**src/rtl/cro_pkg.sv**
```systemverilog
package cro_pkg;

  // Arctangent of 2^-i expressed on a phase scale where pi equals 2^(w-1).
  function automatic longint atan_unit(input int i, input int w);
    real ang;
    ang = $atan(1.0 / (2.0 ** i));
    return longint'($rtoi(ang / 3.141592653589793 * (2.0 ** (w - 1)) + 0.5));
  endfunction

  function automatic longint absl(input longint v);
    return (v < 0) ? -v : v;
  endfunction

endpackage

```
**src/rtl/cro_normalize.sv**
```systemverilog
module cro_normalize #(
  parameter int W  = 18,
  parameter int AW = 16,
  parameter int SW = 4
) (
  input  logic                clk,
  input  logic                rst_n,
  input  logic                in_valid,
  input  logic [W-1:0]        in_phase,
  input  logic [AW-1:0]       in_amp,
  output logic                v_o,
  output logic signed [W-1:0] x_o,
  output logic signed [W-1:0] e_o,
  output logic [SW-1:0]       sh_o
);
  localparam int LIFT = W - 2 - AW;

  int                  lead;
  logic [SW-1:0]       sh_n;
  logic signed [W-1:0] mag_n;
  logic signed [W-1:0] x_n;
  logic signed [W-1:0] e_n;
  logic                flip_n;

  always_comb begin
    lead = 0;
    for (int k = 0; k < AW; k++) begin
      if (in_amp[k]) lead = k;
    end
    sh_n   = (in_amp == '0) ? '0 : SW'(AW - 1 - lead);
    mag_n  = W'(in_amp) << (int'(sh_n) + LIFT);
    flip_n = in_phase[W-1] ^ in_phase[W-2];
    x_n    = flip_n ? -mag_n : mag_n;
    e_n    = {in_phase[W-2], in_phase[W-2:0]};
  end

  always_ff @(posedge clk or negedge rst_n) begin
    if (!rst_n) begin
      v_o  <= 1'b0;
      x_o  <= '0;
      e_o  <= '0;
      sh_o <= '0;
    end else begin
      v_o <= in_valid;
      if (in_valid) begin
        x_o  <= x_n;
        e_o  <= e_n;
        sh_o <= sh_n;
      end
    end
  end

  // a nonzero amplitude lands in the quarter-to-half full-scale window
  p_mant_window_r3: assert property (@(posedge clk) disable iff (!rst_n)
    (in_valid && in_amp != '0) |=>
      (cro_pkg::absl(longint'(x_o)) >= (longint'(1) << (W - 3))) &&
      (cro_pkg::absl(longint'(x_o)) <  (longint'(1) << (W - 2))));

  // a zero amplitude produces a zero start vector
  p_zero_amp_r6: assert property (@(posedge clk) disable iff (!rst_n)
    (in_valid && in_amp == '0) |=> (x_o == '0));

endmodule

```
**src/rtl/cro_stage0.sv**
```systemverilog
module cro_stage0 #(
  parameter int W = 18
) (
  input  logic                clk,
  input  logic                rst_n,
  input  logic                v_i,
  input  logic signed [W-1:0] x_i,
  input  logic signed [W-1:0] e_i,
  output logic                v_o,
  output logic signed [W-1:0] x_o,
  output logic signed [W-1:0] y_o,
  output logic signed [W-1:0] e_o
);
  localparam logic signed [W-1:0] DELTA = W'(cro_pkg::atan_unit(0, W));

  logic signed [W-1:0] y_n;
  logic signed [W-1:0] e_n;

  always_comb begin
    y_n = e_i[W-1] ? -x_i : x_i;
    e_n = e_i[W-1] ? (e_i + DELTA) : (e_i - DELTA);
  end

  always_ff @(posedge clk or negedge rst_n) begin
    if (!rst_n) begin
      v_o <= 1'b0;
      x_o <= '0;
      y_o <= '0;
      e_o <= '0;
    end else begin
      v_o <= v_i;
      if (v_i) begin
        x_o <= x_i;
        y_o <= y_n;
        e_o <= e_n;
      end
    end
  end

  // first stage mirrors x into y with a sign only
  p_mirror_r5: assert property (@(posedge clk) disable iff (!rst_n)
    v_i |=> ((y_o == x_o) || (y_o == -x_o)) && (x_o == $past(x_i)));

endmodule

```
**src/rtl/cro_stage.sv**
```systemverilog
module cro_stage #(
  parameter int W = 18,
  parameter int I = 1
) (
  input  logic                clk,
  input  logic                rst_n,
  input  logic                v_i,
  input  logic signed [W-1:0] x_i,
  input  logic signed [W-1:0] y_i,
  input  logic signed [W-1:0] e_i,
  output logic                v_o,
  output logic signed [W-1:0] x_o,
  output logic signed [W-1:0] y_o,
  output logic signed [W-1:0] e_o
);
  localparam logic signed [W-1:0] DELTA = W'(cro_pkg::atan_unit(I, W));

  logic signed [W-1:0] xs, ys;
  logic signed [W-1:0] x_n, y_n, e_n;

  always_comb begin
    xs = x_i >>> I;
    ys = y_i >>> I;
    if (!e_i[W-1]) begin
      x_n = x_i - ys;
      y_n = y_i + xs;
      e_n = e_i - DELTA;
    end else begin
      x_n = x_i + ys;
      y_n = y_i - xs;
      e_n = e_i + DELTA;
    end
  end

  always_ff @(posedge clk or negedge rst_n) begin
    if (!rst_n) begin
      v_o <= 1'b0;
      x_o <= '0;
      y_o <= '0;
      e_o <= '0;
    end else begin
      v_o <= v_i;
      if (v_i) begin
        x_o <= x_n;
        y_o <= y_n;
        e_o <= e_n;
      end
    end
  end

  // residual angle does not grow past max(incoming, this stage's constant)
  p_eps_shrink_r4: assert property (@(posedge clk) disable iff (!rst_n)
    v_i |=> cro_pkg::absl(longint'(e_o)) <=
      ((cro_pkg::absl(longint'($past(e_i))) > longint'(DELTA)) ?
        cro_pkg::absl(longint'($past(e_i))) : longint'(DELTA)));

endmodule

```
**src/rtl/cro_denorm.sv**
```systemverilog
module cro_denorm #(
  parameter int W    = 18,
  parameter int AW   = 16,
  parameter int DROP = 4,
  parameter int SW   = 4,
  parameter int OW   = W - DROP + AW - 1
) (
  input  logic                 clk,
  input  logic                 rst_n,
  input  logic                 v_i,
  input  logic signed [W-1:0]  x_i,
  input  logic signed [W-1:0]  y_i,
  input  logic [SW-1:0]        sh_i,
  output logic                 v_o,
  output logic signed [OW-1:0] cos_o,
  output logic signed [OW-1:0] sin_o
);
  logic signed [OW-1:0] cw, sw_, cos_n, sin_n;

  always_comb begin
    cw    = {x_i[W-1:DROP], {(AW-1){1'b0}}};
    sw_   = {y_i[W-1:DROP], {(AW-1){1'b0}}};
    cos_n = cw  >>> sh_i;
    sin_n = sw_ >>> sh_i;
  end

  always_ff @(posedge clk or negedge rst_n) begin
    if (!rst_n) begin
      v_o   <= 1'b0;
      cos_o <= '0;
      sin_o <= '0;
    end else begin
      v_o <= v_i;
      if (v_i) begin
        cos_o <= cos_n;
        sin_o <= sin_n;
      end
    end
  end

  // truncation and denormalisation keep the component sign
  p_sign_keep_r2: assert property (@(posedge clk) disable iff (!rst_n)
    v_i |=> (($past(x_i) < 0) == (cos_o < 0)) && (($past(y_i) < 0) == (sin_o < 0)));

  // outputs hold and valid stays low between results
  p_hold_r8: assert property (@(posedge clk) disable iff (!rst_n)
    !v_i |=> !v_o && $stable(cos_o) && $stable(sin_o));

endmodule

```
**src/rtl/cplx_rotor_osc.sv**
```systemverilog
module cplx_rotor_osc #(
  parameter int W    = 18,
  parameter int M    = 14,
  parameter int AW   = 16,
  parameter int DROP = 4,
  localparam int SW  = $clog2(AW),
  localparam int OW  = W - DROP + AW - 1
) (
  input  logic                 clk,
  input  logic                 rst_n,
  input  logic                 in_valid,
  input  logic [W-1:0]         in_phase,
  input  logic [AW-1:0]        in_amp,
  output logic                 out_valid,
  output logic signed [OW-1:0] out_cos,
  output logic signed [OW-1:0] out_sin
);
  localparam longint DLAST = cro_pkg::atan_unit(M - 1, W);

  logic                vld [M+1];
  logic signed [W-1:0] xv  [M+1];
  logic signed [W-1:0] yv  [M+1];
  logic signed [W-1:0] ev  [M+1];
  logic [SW-1:0]       sh0;
  logic [SW-1:0]       sh_pipe [M];

  assign yv[0] = '0;

  cro_normalize #(.W(W), .AW(AW), .SW(SW)) u_norm (
    .clk(clk), .rst_n(rst_n), .in_valid(in_valid), .in_phase(in_phase),
    .in_amp(in_amp), .v_o(vld[0]), .x_o(xv[0]), .e_o(ev[0]), .sh_o(sh0)
  );

  for (genvar k = 0; k < M; k++) begin : g_rot
    if (k == 0) begin : g_first
      cro_stage0 #(.W(W)) u_st (
        .clk(clk), .rst_n(rst_n), .v_i(vld[0]), .x_i(xv[0]), .e_i(ev[0]),
        .v_o(vld[1]), .x_o(xv[1]), .y_o(yv[1]), .e_o(ev[1])
      );
    end else begin : g_rest
      cro_stage #(.W(W), .I(k)) u_st (
        .clk(clk), .rst_n(rst_n), .v_i(vld[k]), .x_i(xv[k]), .y_i(yv[k]),
        .e_i(ev[k]), .v_o(vld[k+1]), .x_o(xv[k+1]), .y_o(yv[k+1]), .e_o(ev[k+1])
      );
    end
  end

  // Shift count travels alongside its sample, one register per rotation stage.
  always_ff @(posedge clk or negedge rst_n) begin
    if (!rst_n) begin
      for (int k = 0; k < M; k++) sh_pipe[k] <= '0;
    end else begin
      if (vld[0]) sh_pipe[0] <= sh0;
      for (int k = 1; k < M; k++) begin
        if (vld[k]) sh_pipe[k] <= sh_pipe[k-1];
      end
    end
  end

  cro_denorm #(.W(W), .AW(AW), .DROP(DROP), .SW(SW), .OW(OW)) u_out (
    .clk(clk), .rst_n(rst_n), .v_i(vld[M]), .x_i(xv[M]), .y_i(yv[M]),
    .sh_i(sh_pipe[M-1]), .v_o(out_valid), .cos_o(out_cos), .sin_o(out_sin)
  );

  // residual angle has converged after the last stage
  p_residual_small_r4: assert property (@(posedge clk) disable iff (!rst_n)
    vld[M] |-> cro_pkg::absl(longint'(ev[M])) <= DLAST + M);

endmodule

```
**config.mk**
```make
export PLATFORM = sky130hd
export DESIGN_NAME = cplx_rotor_osc
export DESIGN_NICKNAME = d
export VERILOG_FILES = /design/src/rtl/cro_pkg.sv /design/src/rtl/cro_normalize.sv /design/src/rtl/cro_stage0.sv /design/src/rtl/cro_stage.sv /design/src/rtl/cro_denorm.sv /design/src/rtl/cplx_rotor_osc.sv
export SDC_FILE = /design/constraint.sdc
export NUM_CORES = 2
export LEC_CHECK = 0
export BUFFER_PORTS_ARGS = -buffer_cell sky130_fd_sc_hd__clkbuf_2
export CAP_MARGIN = 20
export CORE_AREA = 4 4 374 376
export DETAILED_ROUTE_END_ITERATION = 16
export DIE_AREA = 0 0 378 380
export PLACE_DENSITY = 0.72
export SYNTH_ARGS = -nofsm -noshare
export SYNTH_HDL_FRONTEND = slang
export SYNTH_SLANG_ARGS = --single-unit
```
**constraint.sdc**
```tcl
create_clock -name clk -period 4.46 [get_ports clk]
set_input_delay 0.892 -clock clk [delete_from_list [all_inputs] [get_ports clk]]
set_output_delay 0.892 -clock clk [all_outputs]
set_load 0.005 [all_outputs]
```
==> impl_results.html <==
<table>
<tr><th>Metric</th><th>Value</th></tr>
<tr><th colspan="2">Synthesis</th></tr>
<tr><td>Area share of the largest cell type after synthesis</td><td>32.4%</td></tr>
<tr><td>Synthesized area per cell</td><td>9.29 sq um</td></tr>
<tr><td>Cells after synthesis</td><td>7294</td></tr>
<tr><td>Number of enable flip-flop cells after synthesis</td><td>0</td></tr>
<tr><td>Top flip-flop cell by instance count after synthesis</td><td>sky130_fd_sc_hd__dfrtp_1</td></tr>
<tr><td>Syn nets</td><td>8038</td></tr>
<tr><td>Synthesized-area fraction occupied by xor and xnor cells</td><td>9.18%</td></tr>
<tr><td>Post-synthesis mux area share</td><td>11.0%</td></tr>
<tr><td>Cell taking the most area after synthesis</td><td>sky130_fd_sc_hd__dfrtp_1</td></tr>
<tr><td>Compound-Gate Fraction of Synth Area</td><td>16.5%</td></tr>
<tr><td>Sequential cell area fraction in the yosys report</td><td>32.4%</td></tr>
<tr><td>Cell types occupying the most area after synthesis</td><td>sky130_fd_sc_hd__dfrtp_1 32%, sky130_fd_sc_hd__ha_1 12%, sky130_fd_sc_hd__mux2_2 9.6%</td></tr>
<tr><td>Synthesized flop and latch total</td><td>877</td></tr>
<tr><td>Synthesized-area fraction occupied by adder cells</td><td>13.4%</td></tr>
<tr><td>Warning count from the yosys run</td><td>0</td></tr>
<tr><td>Largest family of logic cells by synthesized area</td><td>compound AO/OA/AOI/OAI gates</td></tr>
<tr><td>Cell variety after synth</td><td>93</td></tr>
<tr><td>Proportion of synthesized flip-flops having asynchronous set or reset</td><td>100%</td></tr>
<tr><td>Total standard cell area after synthesis</td><td>67700 sq um</td></tr>
<tr><td>Share of synthesized cell area in and, or, nand and nor gates</td><td>14.2%</td></tr>
<tr><th colspan="2">Floorplan</th></tr>
<tr><td>Top Ports</td><td>96</td></tr>
<tr><td>Core Footprint</td><td>137000 sq um</td></tr>
<tr><td>Overall die width</td><td>378 um</td></tr>
<tr><td>Die Y</td><td>380 um</td></tr>
<tr><td>Initial core utilization</td><td>49.5%</td></tr>
<tr><td>Die area</td><td>144000 sq um</td></tr>
<tr><td>Std cell rows</td><td>136</td></tr>
<tr><th colspan="2">Setup path</th></tr>
<tr><td>Critical path peak fanout</td><td>4</td></tr>
<tr><td>Cell family with most CP delay</td><td>compound AO/OA/AOI/OAI gates</td></tr>
<tr><td>Worst path depth</td><td>14</td></tr>
<tr><td>Capture instance of the worst register-to-register path</td><td>g_rot[7].g_rest.u_st.x_o[17]</td></tr>
<tr><td>Startpoint of the most critical register-to-register path</td><td>g_rot[6].g_rest.u_st.y_o[7]</td></tr>
<tr><td>Last element of the critical path</td><td>g_rot[7].g_rest.u_st.x_o[17]</td></tr>
<tr><td>Number of buffer and inverter instances along the worst setup path</td><td>1</td></tr>
<tr><td>Reg2Reg Depth</td><td>14</td></tr>
<tr><td>Type of the worst setup path</td><td>reg2reg</td></tr>
<tr><td>Signal arrival time at the worst endpoint</td><td>4.80 ns</td></tr>
<tr><td>Launch point of the critical path</td><td>g_rot[6].g_rest.u_st.y_o[7]</td></tr>
<tr><td>Endpoint class of the critical path</td><td>flip-flop</td></tr>
<tr><td>Highest cell delay on the worst timing path</td><td>0.61 ns</td></tr>
<tr><td>Required time at the endpoint of the critical path</td><td>5.06 ns</td></tr>
<tr><td>Startpoint type of the worst setup path</td><td>flip-flop</td></tr>
<tr><td>Register-to-register setup slack</td><td>0.26 ns</td></tr>
<tr><td>Critical-path cell with the highest stage delay</td><td>sky130_fd_sc_hd__a2111oi_1</td></tr>
<tr><td>List of cells traversed by the critical path</td><td>inv_1 &gt; ha_1 &gt; mux2_2 &gt; ha_1 &gt; a21o_1 &gt; a21o_1 &gt; a2111oi_1 &gt; o31ai_1 &gt; o211ai_1 &gt; o21ai_0 &gt; or4_1 &gt; a31oi_1 &gt; xnor2_1 &gt; mux2_2</td></tr>
<tr><th colspan="2">Layout</th></tr>
<tr><td>Number of nets at the end of the flow</td><td>8146</td></tr>
<tr><td>Commonest cells after routing, fill and taps aside</td><td>863 x sky130_fd_sc_hd__dfrtp_1, 672 x sky130_fd_sc_hd__ha_1, 622 x sky130_fd_sc_hd__nor2_1, 575 x sky130_fd_sc_hd__mux2_2, 556 x sky130_fd_sc_hd__a21oi_1</td></tr>
<tr><td>Fill cell instance count of the final layout</td><td>12200</td></tr>
<tr><td>Cell area after layout</td><td>74300 sq um</td></tr>
<tr><td>Post-Layout Cell Count</td><td>9282</td></tr>
<tr><td>Layout area overhead</td><td>9.67%</td></tr>
<tr><td>Area occupied by multi-input gates</td><td>43500 sq um</td></tr>
<tr><td>Diodes inserted</td><td>0</td></tr>
<tr><td>Most common cell after layout, fill and taps aside</td><td>sky130_fd_sc_hd__dfrtp_1</td></tr>
<tr><td>Fraction of final layout cells with drive strength greater than 1</td><td>14.3%</td></tr>
<tr><td>Total area of sequential cells</td><td>22000 sq um</td></tr>
<tr><th colspan="2">STA</th></tr>
<tr><td>Post-route clock skew</td><td>0.0607 ns</td></tr>
<tr><td>Measured slew at the worst slew-check pin</td><td>1.05 ns</td></tr>
<tr><td>Max-slew headroom</td><td>30.0%</td></tr>
<tr><td>Count of final hold-check violations</td><td>0</td></tr>
<tr><td>Setup Total Neg Slack</td><td>0 ns</td></tr>
<tr><td>Crit share post-route</td><td>94.1%</td></tr>
<tr><td>Fmax achieved</td><td>238 MHz</td></tr>
<tr><td>Final setup violation count</td><td>0</td></tr>
<tr><td>Minimum clock period</td><td>4.20 ns</td></tr>
<tr><td>Max Slew Vio Count</td><td>0</td></tr>
<tr><td>Setup repair after global routing missed its margin</td><td>no</td></tr>
<tr><th colspan="2">Global route</th></tr>
<tr><td>Overall track demand over capacity in global routing</td><td>23.9%</td></tr>
<tr><td>Via count of the first global-routing pass</td><td>53000</td></tr>
<tr><td>Maximum number of pins on one net before global-route repair</td><td>99</td></tr>
<tr><td>Antenna violations before repair</td><td>1</td></tr>
<tr><td>Wire length of the first global-routing pass</td><td>281 mm</td></tr>
<tr><td>GRT overflow</td><td>0</td></tr>
<tr><th colspan="2">Outcome</th></tr>
<tr><td>Result of the run</td><td>complete, no violations</td></tr>
<tr><th colspan="2">Clock network</th></tr>
<tr><td>Number of sinks handled by clock tree synthesis</td><td>877</td></tr>
<tr><td>Number of hold buffers added after cts</td><td>0</td></tr>
<tr><td>Number of H-tree branching levels</td><td>3</td></tr>
<tr><td>Number of buffers created by CTS</td><td>101</td></tr>
<tr><td>Clk Latency, worst-skew pair</td><td>0.73 ns</td></tr>
<tr><td>Register clock-pin slew on the reported worst setup and hold paths</td><td>0.06 ns</td></tr>
<tr><td>Cell at the root of the clock tree</td><td>sky130_fd_sc_hd__clkbuf_16</td></tr>
<tr><td>Maximum clock insertion buffer count</td><td>3</td></tr>
<tr><td>Clock tree from TritonCTS</td><td>built</td></tr>
<tr><th colspan="2">Placement</th></tr>
<tr><td>Placed cell count</td><td>9093</td></tr>
<tr><td>Final weighted congestion in routability-driven placement</td><td>0.931</td></tr>
<tr><td>Buffers added on ports</td><td>95</td></tr>
<tr><td>Detailed Place HPWL</td><td>135 mm</td></tr>
<tr><td>Cell area after placement</td><td>70700 sq um</td></tr>
<tr><th colspan="2">Hold path</th></tr>
<tr><td>HP Class</td><td>in2async</td></tr>
<tr><th colspan="2">Route</th></tr>
<tr><td>Detailed-route wire length</td><td>174 mm</td></tr>
<tr><td>Post-route ant nets</td><td>0</td></tr>
<tr><td>Drt first pass iters</td><td>6</td></tr>
<tr><td>Initial DRC Count</td><td>3697</td></tr>
<tr><td>Average vias per placed instance</td><td>5.86</td></tr>
<tr><td>Number of vias in the routed layout</td><td>54400</td></tr>
<tr><td>Drc violations</td><td>0</td></tr>
<tr><td>Per-cell routed wire length</td><td>18.8 um</td></tr>
<tr><th colspan="2">Job</th></tr>
<tr><td>Max capacitance violation total</td><td>0</td></tr>
</table>
==> routing by layer <==
layer / GRT usage (%) / routed length (um) / vias up / part of all wire (%)
met5: 0 / 19 / - / 0.011
met4: 10.8 / 8400 / 2 / 4.8
met3: 3.09 / 8210 / 341 / 4.7
met2: 38.7 / 79800 / 1278 / 46
met1: 31.8 / 77600 / 26200 / 45
li1: - / - / 26500 / -
==> flip-flops by register name, summed over array words and instances (netlist names) <==
signal and count:
g_rot.g_rest.u_st.x_o 230, u_norm.v_o 1, g_rot.g_first.u_st.x_o 17, g_rot.g_rest.u_st.e_o 197
g_rot.g_first.u_st.v_o 1, sh_pipe 56, g_rot.g_first.u_st.e_o 16, g_rot.g_first.u_st.y_o 18
u_out.cos_o 29, u_norm.sh_o 4, g_rot.g_rest.u_st.v_o 13, g_rot.g_rest.u_st.y_o 230
u_norm.x_o 18, u_out.sin_o 29, u_out.v_o 1, u_norm.e_o 17
==> logic make-up (layout without fill, tap and decap cells) <==
| kind of cell | after synthesis | after routing |
|---|---|---|
| AND/OR/NAND/NOR | 1984 | 1984 |
| buffers and inverters | 588 | 782 |
| flip-flops | 877 | 877 |
| AO/OA/AOI/OAI | 1764 | 1764 |
| multiplexers | 664 | 664 |
| XOR/XNOR | 710 | 710 |
| adder cells (fa/ha/maj) | 707 | 707 |
==> worst min-delay path by stage <==
stage / from / endpoint / cells after the start
finish: rst_n / g_rot[3].g_rest.u_st.y_o[3] / 1
global route: rst_n / g_rot[3].g_rest.u_st.x_o[16] / 1
CTS: rst_n / g_rot[3].g_rest.u_st.x_o[15] / 1
floorplan: u_norm.v_o / g_rot[0].g_first.u_st.v_o / 0
global placement: u_norm.e_o[15] / g_rot[0].g_first.u_st.e_o[17] / 1
detailed placement: u_norm.e_o[15] / g_rot[0].g_first.u_st.e_o[17] / 1
==> final cells by class <==
cell class	instances	share of cell area [%]
multi-input combinational	5829	58.6
sequential	877	29.6
clock buffer	141	3.89
tap	1794	3.02
timing repair buffer	230	2.19
inverter	363	1.83
clock inverter	48	0.869
==> cells in the mapped netlist (24+ instances only) <==
master	n
sky130_fd_sc_hd__dfrtp_1	877
sky130_fd_sc_hd__ha_1	672
sky130_fd_sc_hd__nor2_1	622
sky130_fd_sc_hd__mux2_2	575
sky130_fd_sc_hd__a21oi_1	556
sky130_fd_sc_hd__xnor2_1	465
sky130_fd_sc_hd__o21ai_0	401
sky130_fd_sc_hd__nand2_1	398
sky130_fd_sc_hd__inv_1	358
sky130_fd_sc_hd__xor2_1	245
sky130_fd_sc_hd__nor3_1	226
sky130_fd_sc_hd__clkbuf_1	182
sky130_fd_sc_hd__nand3_1	158
sky130_fd_sc_hd__a21o_1	151
sky130_fd_sc_hd__or3_1	135
sky130_fd_sc_hd__a211oi_1	118
sky130_fd_sc_hd__mux2i_1	82
sky130_fd_sc_hd__and3_1	77
sky130_fd_sc_hd__o31ai_1	70
sky130_fd_sc_hd__nand2b_1	66
sky130_fd_sc_hd__nor2b_1	66
sky130_fd_sc_hd__a31oi_1	64
sky130_fd_sc_hd__o21a_1	61
sky130_fd_sc_hd__o21bai_1	55
sky130_fd_sc_hd__and2_1	53
sky130_fd_sc_hd__o211ai_1	46
sky130_fd_sc_hd__buf_1	36
sky130_fd_sc_hd__fa_1	35
sky130_fd_sc_hd__nor4_1	30
sky130_fd_sc_hd__or2_2	28
sky130_fd_sc_hd__or4_1	28
sky130_fd_sc_hd__nand3b_1	26
sky130_fd_sc_hd__a211o_1	24
==> stage by stage <==
stage | hold WS, ns | worst slack [ns] | util (%)
global route | 0.331 | 0.0834 | 54.3
detailed placement | 0.464 | 0.128 | 51.7
CTS | 0.275 | 0.205 | 54.3
finish | 0.250 | 0.263 | 54.3
floorplan | 0.352 | 0.423 | -
global placement | 0.456 | 0.168 | 51.7
==> what timing repair did <==
| item | in CTS | in global routing |
|---|---|---|
| setup endpoints to repair | 0 | 1 |
| gates resized for setup | 0 | 1 |
| setup buffers | 0 | 0 |
Power is left out: the tool's default activity adds up to more than one toggle a clock period on the data nets, which glitch-free logic cannot reach.
